`src/rtl/stmr_pkg.sv`:
```
package stmr_pkg;
  // Register byte offsets; software decodes these.
  localparam int OFS_CFG    = 'h00;
  localparam int OFS_OP     = 'h04;
  localparam int OFS_LDHI   = 'h0C;
  localparam int OFS_LDLO   = 'h10;
  localparam int OFS_TGHI   = 'h1C;
  localparam int OFS_TGLO   = 'h20;
  localparam int OFS_TCONF  = 'h34;
  localparam int OFS_VALHI  = 'h40;
  localparam int OFS_VALLO  = 'h44;
  localparam int OFS_CMPLD  = 'h50;
  localparam int OFS_UNITLD = 'h5C;
  localparam int OFS_IENA   = 'h64;
  localparam int OFS_IRAW   = 'h68;
  localparam int OFS_ICLR   = 'h6C;
  localparam int OFS_IST    = 'h70;

  // Bit positions
  localparam int B_CLKON  = 31;
  localparam int B_RUNON  = 30;
  localparam int B_CMPON  = 24;
  localparam int B_UPD    = 30;
  localparam int B_VALID  = 29;
  localparam int B_REPEAT = 30;
  localparam int B_USEL   = 31;
endpackage

```
`src/rtl/stmr_unit.sv`:
```
module stmr_unit #(
  parameter int CNT_W = 52
) (
  input  logic             clk,
  input  logic             rst,
  input  logic             run,
  input  logic             ld_stb,
  input  logic [CNT_W-1:0] ld_val,
  input  logic             upd_stb,
  output logic [CNT_W-1:0] cnt,
  output logic [CNT_W-1:0] snap,
  output logic             valid
);
  logic pend;

  always_ff @(posedge clk) begin
    if (rst) begin
      cnt   <= '0;
      snap  <= '0;
      valid <= 1'b0;
      pend  <= 1'b0;
    end else begin
      if (ld_stb)   cnt <= ld_val;
      else if (run) cnt <= cnt + CNT_W'(1);
      pend <= upd_stb;
      if (upd_stb) begin
        snap  <= cnt;
        valid <= 1'b0;
      end else if (pend) begin
        valid <= 1'b1;
      end
    end
  end

  a_r2_hold: assert property (@(posedge clk) disable iff (rst)
    (!run && !ld_stb) |=> cnt == $past(cnt));
  a_r2_step: assert property (@(posedge clk) disable iff (rst)
    (run && !ld_stb) |=> cnt == $past(cnt) + CNT_W'(1));
  a_r3_load: assert property (@(posedge clk) disable iff (rst)
    ld_stb |=> cnt == $past(ld_val));
  a_r4_drop: assert property (@(posedge clk) disable iff (rst)
    upd_stb |=> !valid);
  a_r4_ready: assert property (@(posedge clk) disable iff (rst)
    (upd_stb ##1 !upd_stb) |=> valid);
endmodule

```
`src/rtl/stmr_cmp.sv`:
```
module stmr_cmp #(
  parameter int CNT_W = 52,
  parameter int PER_W = 26
) (
  input  logic             clk,
  input  logic             rst,
  input  logic [CNT_W-1:0] cnt,
  input  logic             cmp_en,
  input  logic             ld_stb,
  input  logic [CNT_W-1:0] tgt,
  input  logic [PER_W-1:0] per,
  input  logic             rep,
  output logic             hit
);
  logic             armed;
  logic             rep_a;
  logic [PER_W-1:0] per_a;
  logic [CNT_W-1:0] nxt;

  assign hit = cmp_en && armed && (cnt >= nxt);

  always_ff @(posedge clk) begin
    if (rst) begin
      armed <= 1'b0;
      rep_a <= 1'b0;
      per_a <= '0;
      nxt   <= '0;
    end else if (ld_stb) begin
      armed <= 1'b1;
      rep_a <= rep;
      per_a <= per;
      nxt   <= rep ? cnt + CNT_W'(per) : tgt;
    end else if (hit) begin
      if (rep_a) nxt <= nxt + CNT_W'(per_a);
      else       armed <= 1'b0;
    end
  end

  a_r6_single: assert property (@(posedge clk) disable iff (rst)
    (hit && !rep_a && !ld_stb) |=> !hit);
  a_r5_staged: assert property (@(posedge clk) disable iff (rst)
    !ld_stb |=> ($stable(rep_a) && $stable(per_a)));
  a_r7_rearm: assert property (@(posedge clk) disable iff (rst)
    (hit && rep_a) |=> armed);
endmodule

```
`src/rtl/stmr_top.sv`:
```
module stmr_top
  import stmr_pkg::*;
#(
  parameter int CNT_W = 52,
  parameter int PER_W = 26,
  parameter int AW    = 8
) (
  input  logic          clk,
  input  logic          rst,
  input  logic          bus_wr,
  input  logic [AW-1:0] bus_addr,
  input  logic [31:0]   bus_wdata,
  output logic [31:0]   bus_rdata,
  output logic          irq
);
  localparam int HI_W = CNT_W - 32;

  logic            cfg_clk, cfg_run, cfg_cmp;
  logic [HI_W-1:0] ld_hi, tg_hi;
  logic [31:0]     ld_lo, tg_lo;
  logic [PER_W-1:0] per_q;
  logic            rep_q, usel_q, ena_q, raw_q;
  logic [CNT_W-1:0] cnt, snap;
  logic            valid, hit;
  logic [31:0]     rd_mux;

  function automatic logic sel(input logic [AW-1:0] a, input int ofs);
    return a == AW'(ofs);
  endfunction

  wire upd_stb = bus_wr && sel(bus_addr, OFS_OP)     && bus_wdata[B_UPD];
  wire uld_stb = bus_wr && sel(bus_addr, OFS_UNITLD) && bus_wdata[0];
  wire cld_stb = bus_wr && sel(bus_addr, OFS_CMPLD)  && bus_wdata[0];
  wire clr_stb = bus_wr && sel(bus_addr, OFS_ICLR)   && bus_wdata[0];

  always_ff @(posedge clk) begin
    if (rst) begin
      cfg_clk <= 1'b0; cfg_run <= 1'b0; cfg_cmp <= 1'b0;
      ld_hi <= '0; ld_lo <= '0; tg_hi <= '0; tg_lo <= '0;
      per_q <= '0; rep_q <= 1'b0; usel_q <= 1'b0; ena_q <= 1'b0;
    end else if (bus_wr) begin
      if (sel(bus_addr, OFS_CFG)) begin
        cfg_clk <= bus_wdata[B_CLKON];
        cfg_run <= bus_wdata[B_RUNON];
        cfg_cmp <= bus_wdata[B_CMPON];
      end
      if (sel(bus_addr, OFS_LDHI)) ld_hi <= bus_wdata[HI_W-1:0];
      if (sel(bus_addr, OFS_LDLO)) ld_lo <= bus_wdata;
      if (sel(bus_addr, OFS_TGHI)) tg_hi <= bus_wdata[HI_W-1:0];
      if (sel(bus_addr, OFS_TGLO)) tg_lo <= bus_wdata;
      if (sel(bus_addr, OFS_TCONF)) begin
        per_q  <= bus_wdata[PER_W-1:0];
        rep_q  <= bus_wdata[B_REPEAT];
        usel_q <= bus_wdata[B_USEL];
      end
      if (sel(bus_addr, OFS_IENA)) ena_q <= bus_wdata[0];
    end
  end

  // Sticky raw latch: an alarm in the clear cycle wins.
  always_ff @(posedge clk) begin
    if (rst) raw_q <= 1'b0;
    else     raw_q <= hit || (raw_q && !clr_stb);
  end

  assign irq = raw_q && ena_q;

  stmr_unit #(.CNT_W(CNT_W)) u_unit (
    .clk(clk), .rst(rst), .run(cfg_clk && cfg_run), .ld_stb(uld_stb),
    .ld_val({ld_hi, ld_lo}), .upd_stb(upd_stb),
    .cnt(cnt), .snap(snap), .valid(valid)
  );

  stmr_cmp #(.CNT_W(CNT_W), .PER_W(PER_W)) u_cmp (
    .clk(clk), .rst(rst), .cnt(cnt), .cmp_en(cfg_cmp), .ld_stb(cld_stb),
    .tgt({tg_hi, tg_lo}), .per(per_q), .rep(rep_q), .hit(hit)
  );

  always_comb begin
    rd_mux = '0;
    if (sel(bus_addr, OFS_CFG)) begin
      rd_mux[B_CLKON] = cfg_clk;
      rd_mux[B_RUNON] = cfg_run;
      rd_mux[B_CMPON] = cfg_cmp;
    end
    if (sel(bus_addr, OFS_OP))    rd_mux[B_VALID] = valid;
    if (sel(bus_addr, OFS_LDHI))  rd_mux[HI_W-1:0] = ld_hi;
    if (sel(bus_addr, OFS_LDLO))  rd_mux = ld_lo;
    if (sel(bus_addr, OFS_TGHI))  rd_mux[HI_W-1:0] = tg_hi;
    if (sel(bus_addr, OFS_TGLO))  rd_mux = tg_lo;
    if (sel(bus_addr, OFS_TCONF)) begin
      rd_mux[PER_W-1:0] = per_q;
      rd_mux[B_REPEAT]  = rep_q;
      rd_mux[B_USEL]    = usel_q;
    end
    if (sel(bus_addr, OFS_VALHI)) rd_mux[HI_W-1:0] = snap[CNT_W-1:32];
    if (sel(bus_addr, OFS_VALLO)) rd_mux = snap[31:0];
    if (sel(bus_addr, OFS_IENA))  rd_mux[0] = ena_q;
    if (sel(bus_addr, OFS_IRAW))  rd_mux[0] = raw_q;
    if (sel(bus_addr, OFS_IST))   rd_mux[0] = raw_q && ena_q;
  end

  always_ff @(posedge clk) begin
    if (rst) bus_rdata <= '0;
    else     bus_rdata <= rd_mux;
  end

  a_r9_no_loss: assert property (@(posedge clk) disable iff (rst)
    hit |=> raw_q);
  a_r9_clear: assert property (@(posedge clk) disable iff (rst)
    (clr_stb && !hit) |=> !raw_q);
  a_r8_masked: assert property (@(posedge clk) disable iff (rst)
    !ena_q |-> !irq);
  a_r10_strobe_rd: assert property (@(posedge clk) disable iff (rst)
    (sel(bus_addr, OFS_CMPLD) || sel(bus_addr, OFS_ICLR)) |=> bus_rdata == 32'd0);
endmodule

```
`config.mk`:
```
export PLATFORM = sky130hd
export DESIGN_NAME = stmr_top
export DESIGN_NICKNAME = d
export VERILOG_FILES = /design/src/rtl/stmr_pkg.sv /design/src/rtl/stmr_unit.sv /design/src/rtl/stmr_cmp.sv /design/src/rtl/stmr_top.sv
export SDC_FILE = /design/constraint.sdc
export NUM_CORES = 1
export LEC_CHECK = 0
export BUFFER_PORTS_ARGS = -buffer_cell sky130_fd_sc_hd__buf_2
export CORE_MARGIN = 2
export CORE_UTILIZATION = 30
export DETAILED_ROUTE_END_ITERATION = 16
export MAX_ROUTING_LAYER = met4
export SKIP_CTS_REPAIR_TIMING = 1
export SLEW_MARGIN = 20
export SYNTH_ARGS = -nofsm -noshare
export SYNTH_HDL_FRONTEND = slang
export SYNTH_SLANG_ARGS = --single-unit
```
`constraint.sdc`:
```
create_clock -name clk -period 8.55 [get_ports clk]
set_clock_uncertainty 0.05 [all_clocks]
set_input_delay 1.71 -clock clk [delete_from_list [all_inputs] [get_ports clk]]
set_output_delay 1.71 -clock clk [all_outputs]
set_load 0.02 [all_outputs]
```
# Word-level counts from Yosys, hierarchy flattened

Cells that the tools add are included.
Widths: inputs -> output; s select.

$add $sub $neg: 3
Magnitude comparators: 1
Eq/ne operators: 15
Muxes and demuxes: 23
Reductions and logical operators: 29

Operators with widths:

| cell                  | number |
|---|---|
| $mux 52               | 6 |
| $add 52x26->52        | 2 |
| $mux 32               | 3 |
| $eq 8x7->1 const B    | 8 |
| $mux 20               | 3 |
| $add 52x1->52 const B | 1 |
| $ge 52x52->1          | 1 |
| $mux 26               | 1 |
| $reduce_and 2->1      | 9 |
| $eq 8x5->1 const B    | 2 |
| $eq 8x6->1 const B    | 2 |
| $logic_and 1x1->1     | 13 |
| $eq 8x3->1 const B    | 1 |
| $eq 8x4->1 const B    | 1 |
| $logic_not 8->1       | 1 |
| $mux 1                | 8 |
| $reduce_bool 2->1     | 3 |
| $mux 2                | 2 |
| $ne 2x2->1 const B    | 1 |
| $reduce_or 2->1       | 1 |
| $logic_not 1->1       | 1 |
| $logic_or 1x1->1      | 1 |

Bits in registers: 355
Bits of input ports: 43
Output and inout port bits: 33

# Longest topological paths before layout

Gate-level depths: netlist (run 1).

Depth after elaboration: 11
Depth in mapped cells: 13
Depth with buffers taken out: 12

# Cells and area by module

Synthesis (run 1) repeated with hierarchy kept, for this count alone.

Cells, all modules: 2666
Area total of the unflattened synthesis: 21060.2 sq um

Modules (own cells, without submodules):

| module    | times used | cells each | area an instance (sq um) |
|---|---|---|---|
| stmr_cmp  | 1          | 1174       | 8822.2 |
| stmr_top  | 1          | 946        | 7445.9 |
| stmr_unit | 1          | 546        | 4792.1 |

# Least setup slack after synthesis (run 1)

No wires, ideal clock.

Kind: input port to flip-flop
From: input port bus_addr[4]
To: register u_cmp.nxt[37]
Setup time: 0.079 ns
Data arrival time: 3.603 ns
Setup slack: 4.817 ns
Stages: 9
Buffers on the path: 1
Path through: clkbuf_1 -> nor2b_1 -> nand3_1 -> nor3_1 -> nand2_1 -> nor2_1 -> nand2_1 -> o41a_1 -> o211ai_1

Longest elaborated chain between the ends: 5
Elaborated cells between the ends (all ways): 7
Classes of those cells: 1 x eq/ne; 1 x mux; 5 x reduce/logical

Ends and longest elaborated chain:

| element                            | RTL line       | source |
|---|---|---|
| start: declaration                 | stmr_top.sv:11 | `input logic [AW-1:0] bus_addr,` |
| $eq 8x7->1 *                       | stmr_top.sv:28 | `return a == AW'(ofs);` |
| $logic_and 1x1->1 * (2 in series)  | stmr_top.sv:33 | `wire cld_stb = bus_wr && sel(bus_addr, OFS_CMPLD) && bus_wdata[0];` |
| $reduce_bool 2->1 (no source line) | --             |  |
| $reduce_and 2->1 (no source line)  | --             |  |
| end signal: assignment             | stmr_cmp.sv:32 | `nxt <= rep ? cnt + CNT_W'(per) : tgt;` |
| end signal: assignment             | stmr_cmp.sv:34 | `if (rep_a) nxt <= nxt + CNT_W'(per_a);` |
| end: declaration                   | stmr_cmp.sv:18 | `logic [CNT_W-1:0] nxt;` |

Every way passes the cells marked *; elsewhere a longest branch is shown, timed or not.
A chain may end at the register's enable or synchronous reset.

# Worst setup path after layout (run 1)

From: input port bus_wr
To: register u_cmp.nxt[37]

Longest elaborated chain between the ends: 4
Elaborated cells between the ends (all ways): 6
Classes of those cells: 1 x mux; 5 x reduce/logical

Ends and longest elaborated chain:

| element                            | RTL line       | source |
|---|---|---|
| start: declaration                 | stmr_top.sv:10 | `input logic bus_wr,` |
| $logic_and 1x1->1 * (2 in series)  | stmr_top.sv:33 |  |
| $reduce_bool 2->1 (no source line) | --             |  |
| $reduce_and 2->1 (no source line)  | --             |  |

Marks and branches as above.

==> results of run 1 <==
[cell families after synthesis]
kind of cell	after synthesis	share of synthesized area, %
AND/OR/NAND/NOR	955	21.3
AO/OA/AOI/OAI	727	24.3
adder cells (fa/ha/maj)	107	7.00
buffers and inverters	231	4.60
XOR/XNOR	115	5.21
flip-flops	355	36.8
multiplexers	16	0.835
[sequential cells by signal (all words and copies together) (netlist names), 20 cells and up]
| signal | count |
|---|---|
| tg_hi | 20 |
| bus_rdata | 32 |
| ld_hi | 20 |
| tg_lo | 32 |
| u_cmp.nxt | 52 |
| ld_lo | 32 |
| u_unit.cnt | 52 |
| per_q | 26 |
| u_cmp.per_a | 26 |
| u_unit.snap | 52 |
[per-stage QoR]
step / cells / cell area, um^2 / utilization, % / power [mW]
2_1_floorplan: 2506 / 19300 / - / 1.73
3_3_place_gp: 3305 / 20400 / 31.9 / 1.77
3_5_place_dp: 3305 / 20400 / 31.9 / 1.77
4_1_cts: 3375 / 21800 / 34.1 / 3.63
5_1_grt: 3377 / 21800 / 34.1 / 3.71
6_report: 3377 / 21800 / 34.1 / 3.62
[where the power goes]
part | leakage [nW] | total [mW] | switching [mW] | internal [mW]
sequential | 2.86 | 1.66 | 0.00187 | 1.65
clock | 0.691 | 1.89 | 0.742 | 1.14
combinational | 4.22 | 0.0820 | 0.0649 | 0.0171
total | 7.77 | 3.62 | 0.809 | 2.82
[final cells by class]
| class | count | area [um^2] |
|---|---|---|
| fill | 6813 | 42300 |
| tap | 855 | 1070 |
| clock buffer | 50 | 1090 |
| antenna | 2 | 5.00 |
| inverter | 74 | 278 |
| timing repair buffer | 101 | 593 |
| multi-input combinational | 1920 | 11400 |
| sequential | 355 | 7110 |
| clock inverter | 20 | 310 |
[layer usage]
metal,vias up,track usage [%]
met4,0,6.15
met5,-,-
met2,920,31.4
met3,124,3.80
met1,9034,30.9
li1,8907,-
[synth_stat cells (9+ instances only)]
cell type	n
nand2_1	546
dfxtp_1	355
a21oi_1	317
nor2_1	175
clkbuf_1	141
ha_1	105
a211oi_1	86
inv_1	74
xnor2_1	74
o21ai_0	60
a22oi_1	44
nand4_1	44
nand3_1	42
a21o_1	41
xor2_1	41
nor3_1	39
a31oi_1	33
a222oi_1	29
and3_1	22
and2_1	15
mux2i_1	15
or3_1	15
a311oi_1	14
nor4_1	14
nor2b_1	13
o211ai_1	10
o31ai_1	10
a221o_1	9
[worst max-delay path: cells and delay by family]
family / cells / cell delay (ns)
AO/OA/AOI/OAI: 2 / 0.24
buffers and inverters: 2 / 0.99
AND/OR/NAND/NOR: 5 / 1.69
[worst min path at each step]
stage | from | end | depth (start not counted)
after detailed placement | u_unit.snap[25] | u_unit.snap[25] | 2
after floorplan | u_unit.snap[0] | u_unit.snap[0] | 2
after global placement | u_unit.snap[48] | u_unit.snap[48] | 2
final | u_unit.snap[25] | u_unit.snap[25] | 2
after global routing | u_unit.snap[19] | u_unit.snap[19] | 2
after CTS | u_unit.snap[39] | u_unit.snap[39] | 2
==> flow_summary.json, run 1 <==
{
  "grt_max_degree": 219,
  "wl_met2_um": 30400,
  "detail-route-antenna-nets": 0,
  "hold_violations": 0,
  "synth_edf_count": 0,
  "grt_pass1_vias": 17500,
  "p_leak_nw": 7.77,
  "worstSetupPathType": "input pin to flop",
  "grt_pass1_wl_um": 110000,
  "die_y_um": 258,
  "cpMostUsedCell": "nand2_1",
  "totalWireLength_um": 72400,
  "track_usage_pct": 21.8,
  "async_reset_ff_share_pct": 0,
  "dp_hpwl_um": 50300,
  "cp_slowest_stage_delay_ns": 0.83,
  "worstMarginPinSlew_ns": 1.13,
  "top_layer": "met4",
  "die_area_um2": 66500,
  "preCtsSetupSlack_ns": 3.85,
  "cts_tree": "built",
  "rrSetupSlack_ns": 4.37,
  "ys_ff_latch": 355,
  "reg2reg_from": "u_unit.cnt[3]",
  "final_common_cell": "nand2_1",
  "area_growth_syn_to_layout_pct": 13.0,
  "ys_warn_count": 0,
  "die_w_um": 258,
  "clockBufferDepth": 3,
  "relSlewSlack_pct": 24.5,
  "cp-endpoint": "u_cmp.nxt[37]",
  "drt_iter0_drc": 2446,
  "clkTransAtPathRegs_ns": 0.06,
  "hp-class": "flop to flop",
  "hold_ws_ns": 0.404,
  "cp-start-kind": "input pin",
  "fmax_mhz": 235,
  "vias": 19000,
  "layout-drive-gt1-share_pct": 7.78,
  "synth_area_leaders": "dfxtp_1, nand2_1, a21oi_1",
  "layout_min_cycle_time_ns": 4.25,
  "worstPathCellList": "buf_2 -> nand3_1 -> nor3_2 -> buf_4 -> nand2_1 -> nor2_1 -> nand2_1 -> o41a_1 -> o211ai_1",
  "powerDensity_nw_per_um2": 166,
  "routedWlPerCell_um": 21.5,
  "synth_top_area_share_pct": 36.8,
  "cts.sinks": 355,
  "place_congestion": 0.981,
  "via_per_inst": 5.62,
  "status": "finished, final reports clean",
  "drv_slew": 0,
  "worst_r2r_path_depth": 10,
  "cts_root_buffer": "clkbuf_16",
  "synthCells": 2506,
  "worstSetupEndpointType": "flop",
  "crit_path_top_delay_cell": "nor2_1",
  "tns_ns": 0,
  "syn-num-nets": 2656,
  "synth-main-ff-cell": "dfxtp_1",
  "m1WireLength_um": 33000,
  "worst-endpoint-required_ns": 8.96,
  "final_nets": 2641,
  "drtPass1Iterations": 7,
  "yosysSeqAreaShare_pct": 36.8,
  "setup_violations": 0,
  "syn_avg_cell_area_um2": 7.71,
  "syn_area_um2": 19300,
  "worstPathMaxFanout": 46,
  "final_cell_mix": "nand2_1, dfxtp_1, a21oi_1",
  "numCtsBuffers": 39,
  "setup_ws_ns": 4.30,
  "h-tree-depth": 2,
  "worstReg2RegEnd": "u_cmp.nxt[39]",
  "startpoint": "bus_wr",
  "synth_cell_types": 74,
  "clock_latency_ns": 0.55,
  "routed-wl-met3_um": 7010,
  "max_cap_violations": 0,
  "portBuffers": 75,
  "drc": 0,
  "antenna_found_initial": 2,
  "yosys.area.top_type": "dfxtp_1",
  "grt-ovfl-total": 0,
  "io_pins": 76,
  "num_rows": 93,
  "finalCritPeriodShare_pct": 49.8,
  "rsz0062_at_grt": "no",
  "core-area_um2": 64100,
  "max-vdd-ir-drop_uv": 139,
  "start_util_pct": 30.2,
  "arrival_ns": 4.67
}
Note: power is estimated with default switching activity, not from simulation.
==> inputs of run 2 (changes only) <==
==> constraint.sdc (replaced) <==
create_clock -name clk -period 4 [get_ports clk]
set_clock_uncertainty 0.05 [all_clocks]
set_input_delay 0.8 -clock clk [delete_from_list [all_inputs] [get_ports clk]]
set_output_delay 0.8 -clock clk [all_outputs]
set_load 0.02 [all_outputs]
==> run 2 against run 1 <==
Flip-flop and latch count unchanged. Count of clock-buffer cells in the layout increased by 5. Sequential power increased by 110%. Sequential share of layout area decreased by 0.76 points. Combinational power increased by 120%. Utilization increased by 0.81 points. Global-route usage increased by 0.43 points. Critical path depth increased by 2. Critical endpoint is now u_cmp.nxt[43].
==> flow_summary.json, run 2 (synthesis results as in run 1) <==
{
  "status": "finished, final reports clean",
  "drv_slew": 0,
  "vias": 19100,
  "dp_hpwl_um": 52000,
  "placedInstanceArea_um2": 21000,
  "detail-route-antenna-nets": 0,
  "final_cell_mix": "nand2_1, dfxtp_1, a21oi_1",
  "io_pins": 76,
  "intPower_mw": 6.01,
  "worstPathMaxFanout": 38,
  "crit_buf_inv": 1,
  "grt-ovfl-total": 0,
  "hp-class": "flop to flop",
  "p_leak_nw": 8.11,
  "clock_latency_ns": 0.58,
  "setup_violations": 0,
  "cts_root_buffer": "clkbuf_16",
  "die_w_um": 258,
  "routedWlPerCell_um": 21.5,
  "tns_ns": 0,
  "relSlewSlack_pct": 28.7,
  "cp-start-kind": "flop",
  "worstSetupPathType": "flop to flop",
  "arrival_ns": 3.96,
  "largestRegisters": "u_cmp.nxt x52, u_unit.cnt x52, u_unit.snap x52",
  "clkTransAtPathRegs_ns": 0.06,
  "fillers": 6794,
  "h-tree-depth": 2,
  "final_nets": 2699,
  "cts_tree": "built",
  "hold_ws_ns": 0.404,
  "fmax_mhz": 281,
  "grt_max_degree": 137,
  "numCtsBuffers": 40,
  "critPathTopFamily": "compound AO/OA/AOI/OAI gates",
  "drt_iter0_drc": 2574,
  "antenna_found_initial": 3,
  "core-area_um2": 64100,
  "start_util_pct": 30.2,
  "combinationalPowerShare_pct": 2.3,
  "num_rows": 93,
  "powerDensity_nw_per_um2": 347,
  "portBuffers": 75,
  "multi_input_area_um2": 11400,
  "max_cap_violations": 0,
  "finalCritPeriodShare_pct": 89.0,
  "worstPathCellList": "ha_1 -> a21oi_1 -> o21ai_0 -> a221oi_1 -> o221ai_1 -> a221oi_1 -> a21oi_4 -> buf_12 -> o21ai_0 -> nor2_1 -> a221o_1",
  "clockBufferDepth": 3,
  "switchingPower_mw": 1.75,
  "via_per_inst": 5.55,
  "rsz0062_at_grt": "no",
  "die_area_um2": 66500,
  "layout_min_cycle_time_ns": 3.56,
  "drtPass1Iterations": 8,
  "switching_share_pct": 22.6,
  "final_common_cell": "nand2_1",
  "cp_slowest_stage_delay_ns": 0.51,
  "max-vdd-ir-drop_uv": 297,
  "hold_violations": 0,
  "area_growth_syn_to_layout_pct": 15.7,
  "place_congestion": 0.978,
  "grt_pass1_vias": 17300,
  "seqCellArea_um2": 7110,
  "layout-drive-gt1-share_pct": 9.85,
  "worstMarginPinSlew_ns": 1.07,
  "fin_util_pct": 34.9,
  "grt_pass1_wl_um": 111000,
  "track_usage_pct": 22.2,
  "crit_path_top_delay_cell": "a221oi_1",
  "cts.sinks": 355,
  "die_y_um": 258,
  "drc": 0,
  "totalWireLength_um": 73700,
  "worst-endpoint-required_ns": 4.40,
  "worstSetupEndpointType": "flop",
  "post-route-cell-area_um2": 22400,
  "clkPwrFrac_pct": 52.1,
  "p_seq_share_pct": 45.6
}
[run 2: cell type report]
| class | count | share of cell area [%] |
|---|---|---|
| multi-input combinational | 1920 | 50.9 |
| sequential | 355 | 31.8 |
| clock buffer | 55 | 5.23 |
| timing repair buffer | 158 | 4.96 |
| tap | 855 | 4.78 |
| inverter | 74 | 1.24 |
| clock inverter | 16 | 1.06 |
| antenna | 3 | 0.0336 |
[run 2: worst register-to-register path, stage by stage (launching register included)]
cell and delay (ns):
dfxtp_1 0.46, ha_1 0.29, a21oi_1 0.14, o21ai_0 0.08
a221oi_1 0.51, o221ai_1 0.26, a221oi_1 0.49, a21oi_4 0.15
buf_12 0.20, o21ai_0 0.31, nor2_1 0.14, a221o_1 0.36
[run 2: layer usage]
metal | share of wire (%) | global-route usage (%) | vias to the layer above
li1 | - | - | 9031
met2 | 42 | 31.6 | 936
met5 | 0 | - | -
met1 | 46 | 32.3 | 9035
met4 | 1.7 | 5.09 | 0
met3 | 11 | 4.02 | 83
[run 2: worst paths after layout]
| path | startpoint | endpoint | slack, ns | cells after the start |
|---|---|---|---|---|
| hold reg to reg | u_unit.snap[23] | bus_rdata[23] | 0.40 | 2 |
| hold / removal | u_unit.snap[23] | bus_rdata[23] | 0.40 | 2 |
| setup reg to reg | u_unit.cnt[45] | u_cmp.nxt[43] | 0.44 | 11 |
| setup / recovery | u_unit.cnt[45] | u_cmp.nxt[43] | 0.44 | 11 |
[run 2: per-stage QoR]
stage / total power [mW] / cells / worst slack, ns
finish: 7.76 / 3436 / 0.440
floorplan: 3.70 / 2506 / 1.06
global route: 7.96 / 3436 / 0.196
detailed placement: 3.80 / 3362 / 0.491
CTS: 7.78 / 3433 / 0.475
global placement: 3.80 / 3362 / 0.552
[run 2: power groups by stage]
stage                     Clock, mW  Sequential, mW  Combinational, mW
after global routing           4.24            3.54              0.190
after CTS                      4.07            3.54              0.176
after detailed placement          0            3.62              0.176
after floorplan                   0            3.62             0.0838
after global placement            0            3.62              0.177
final                          4.04            3.54              0.179
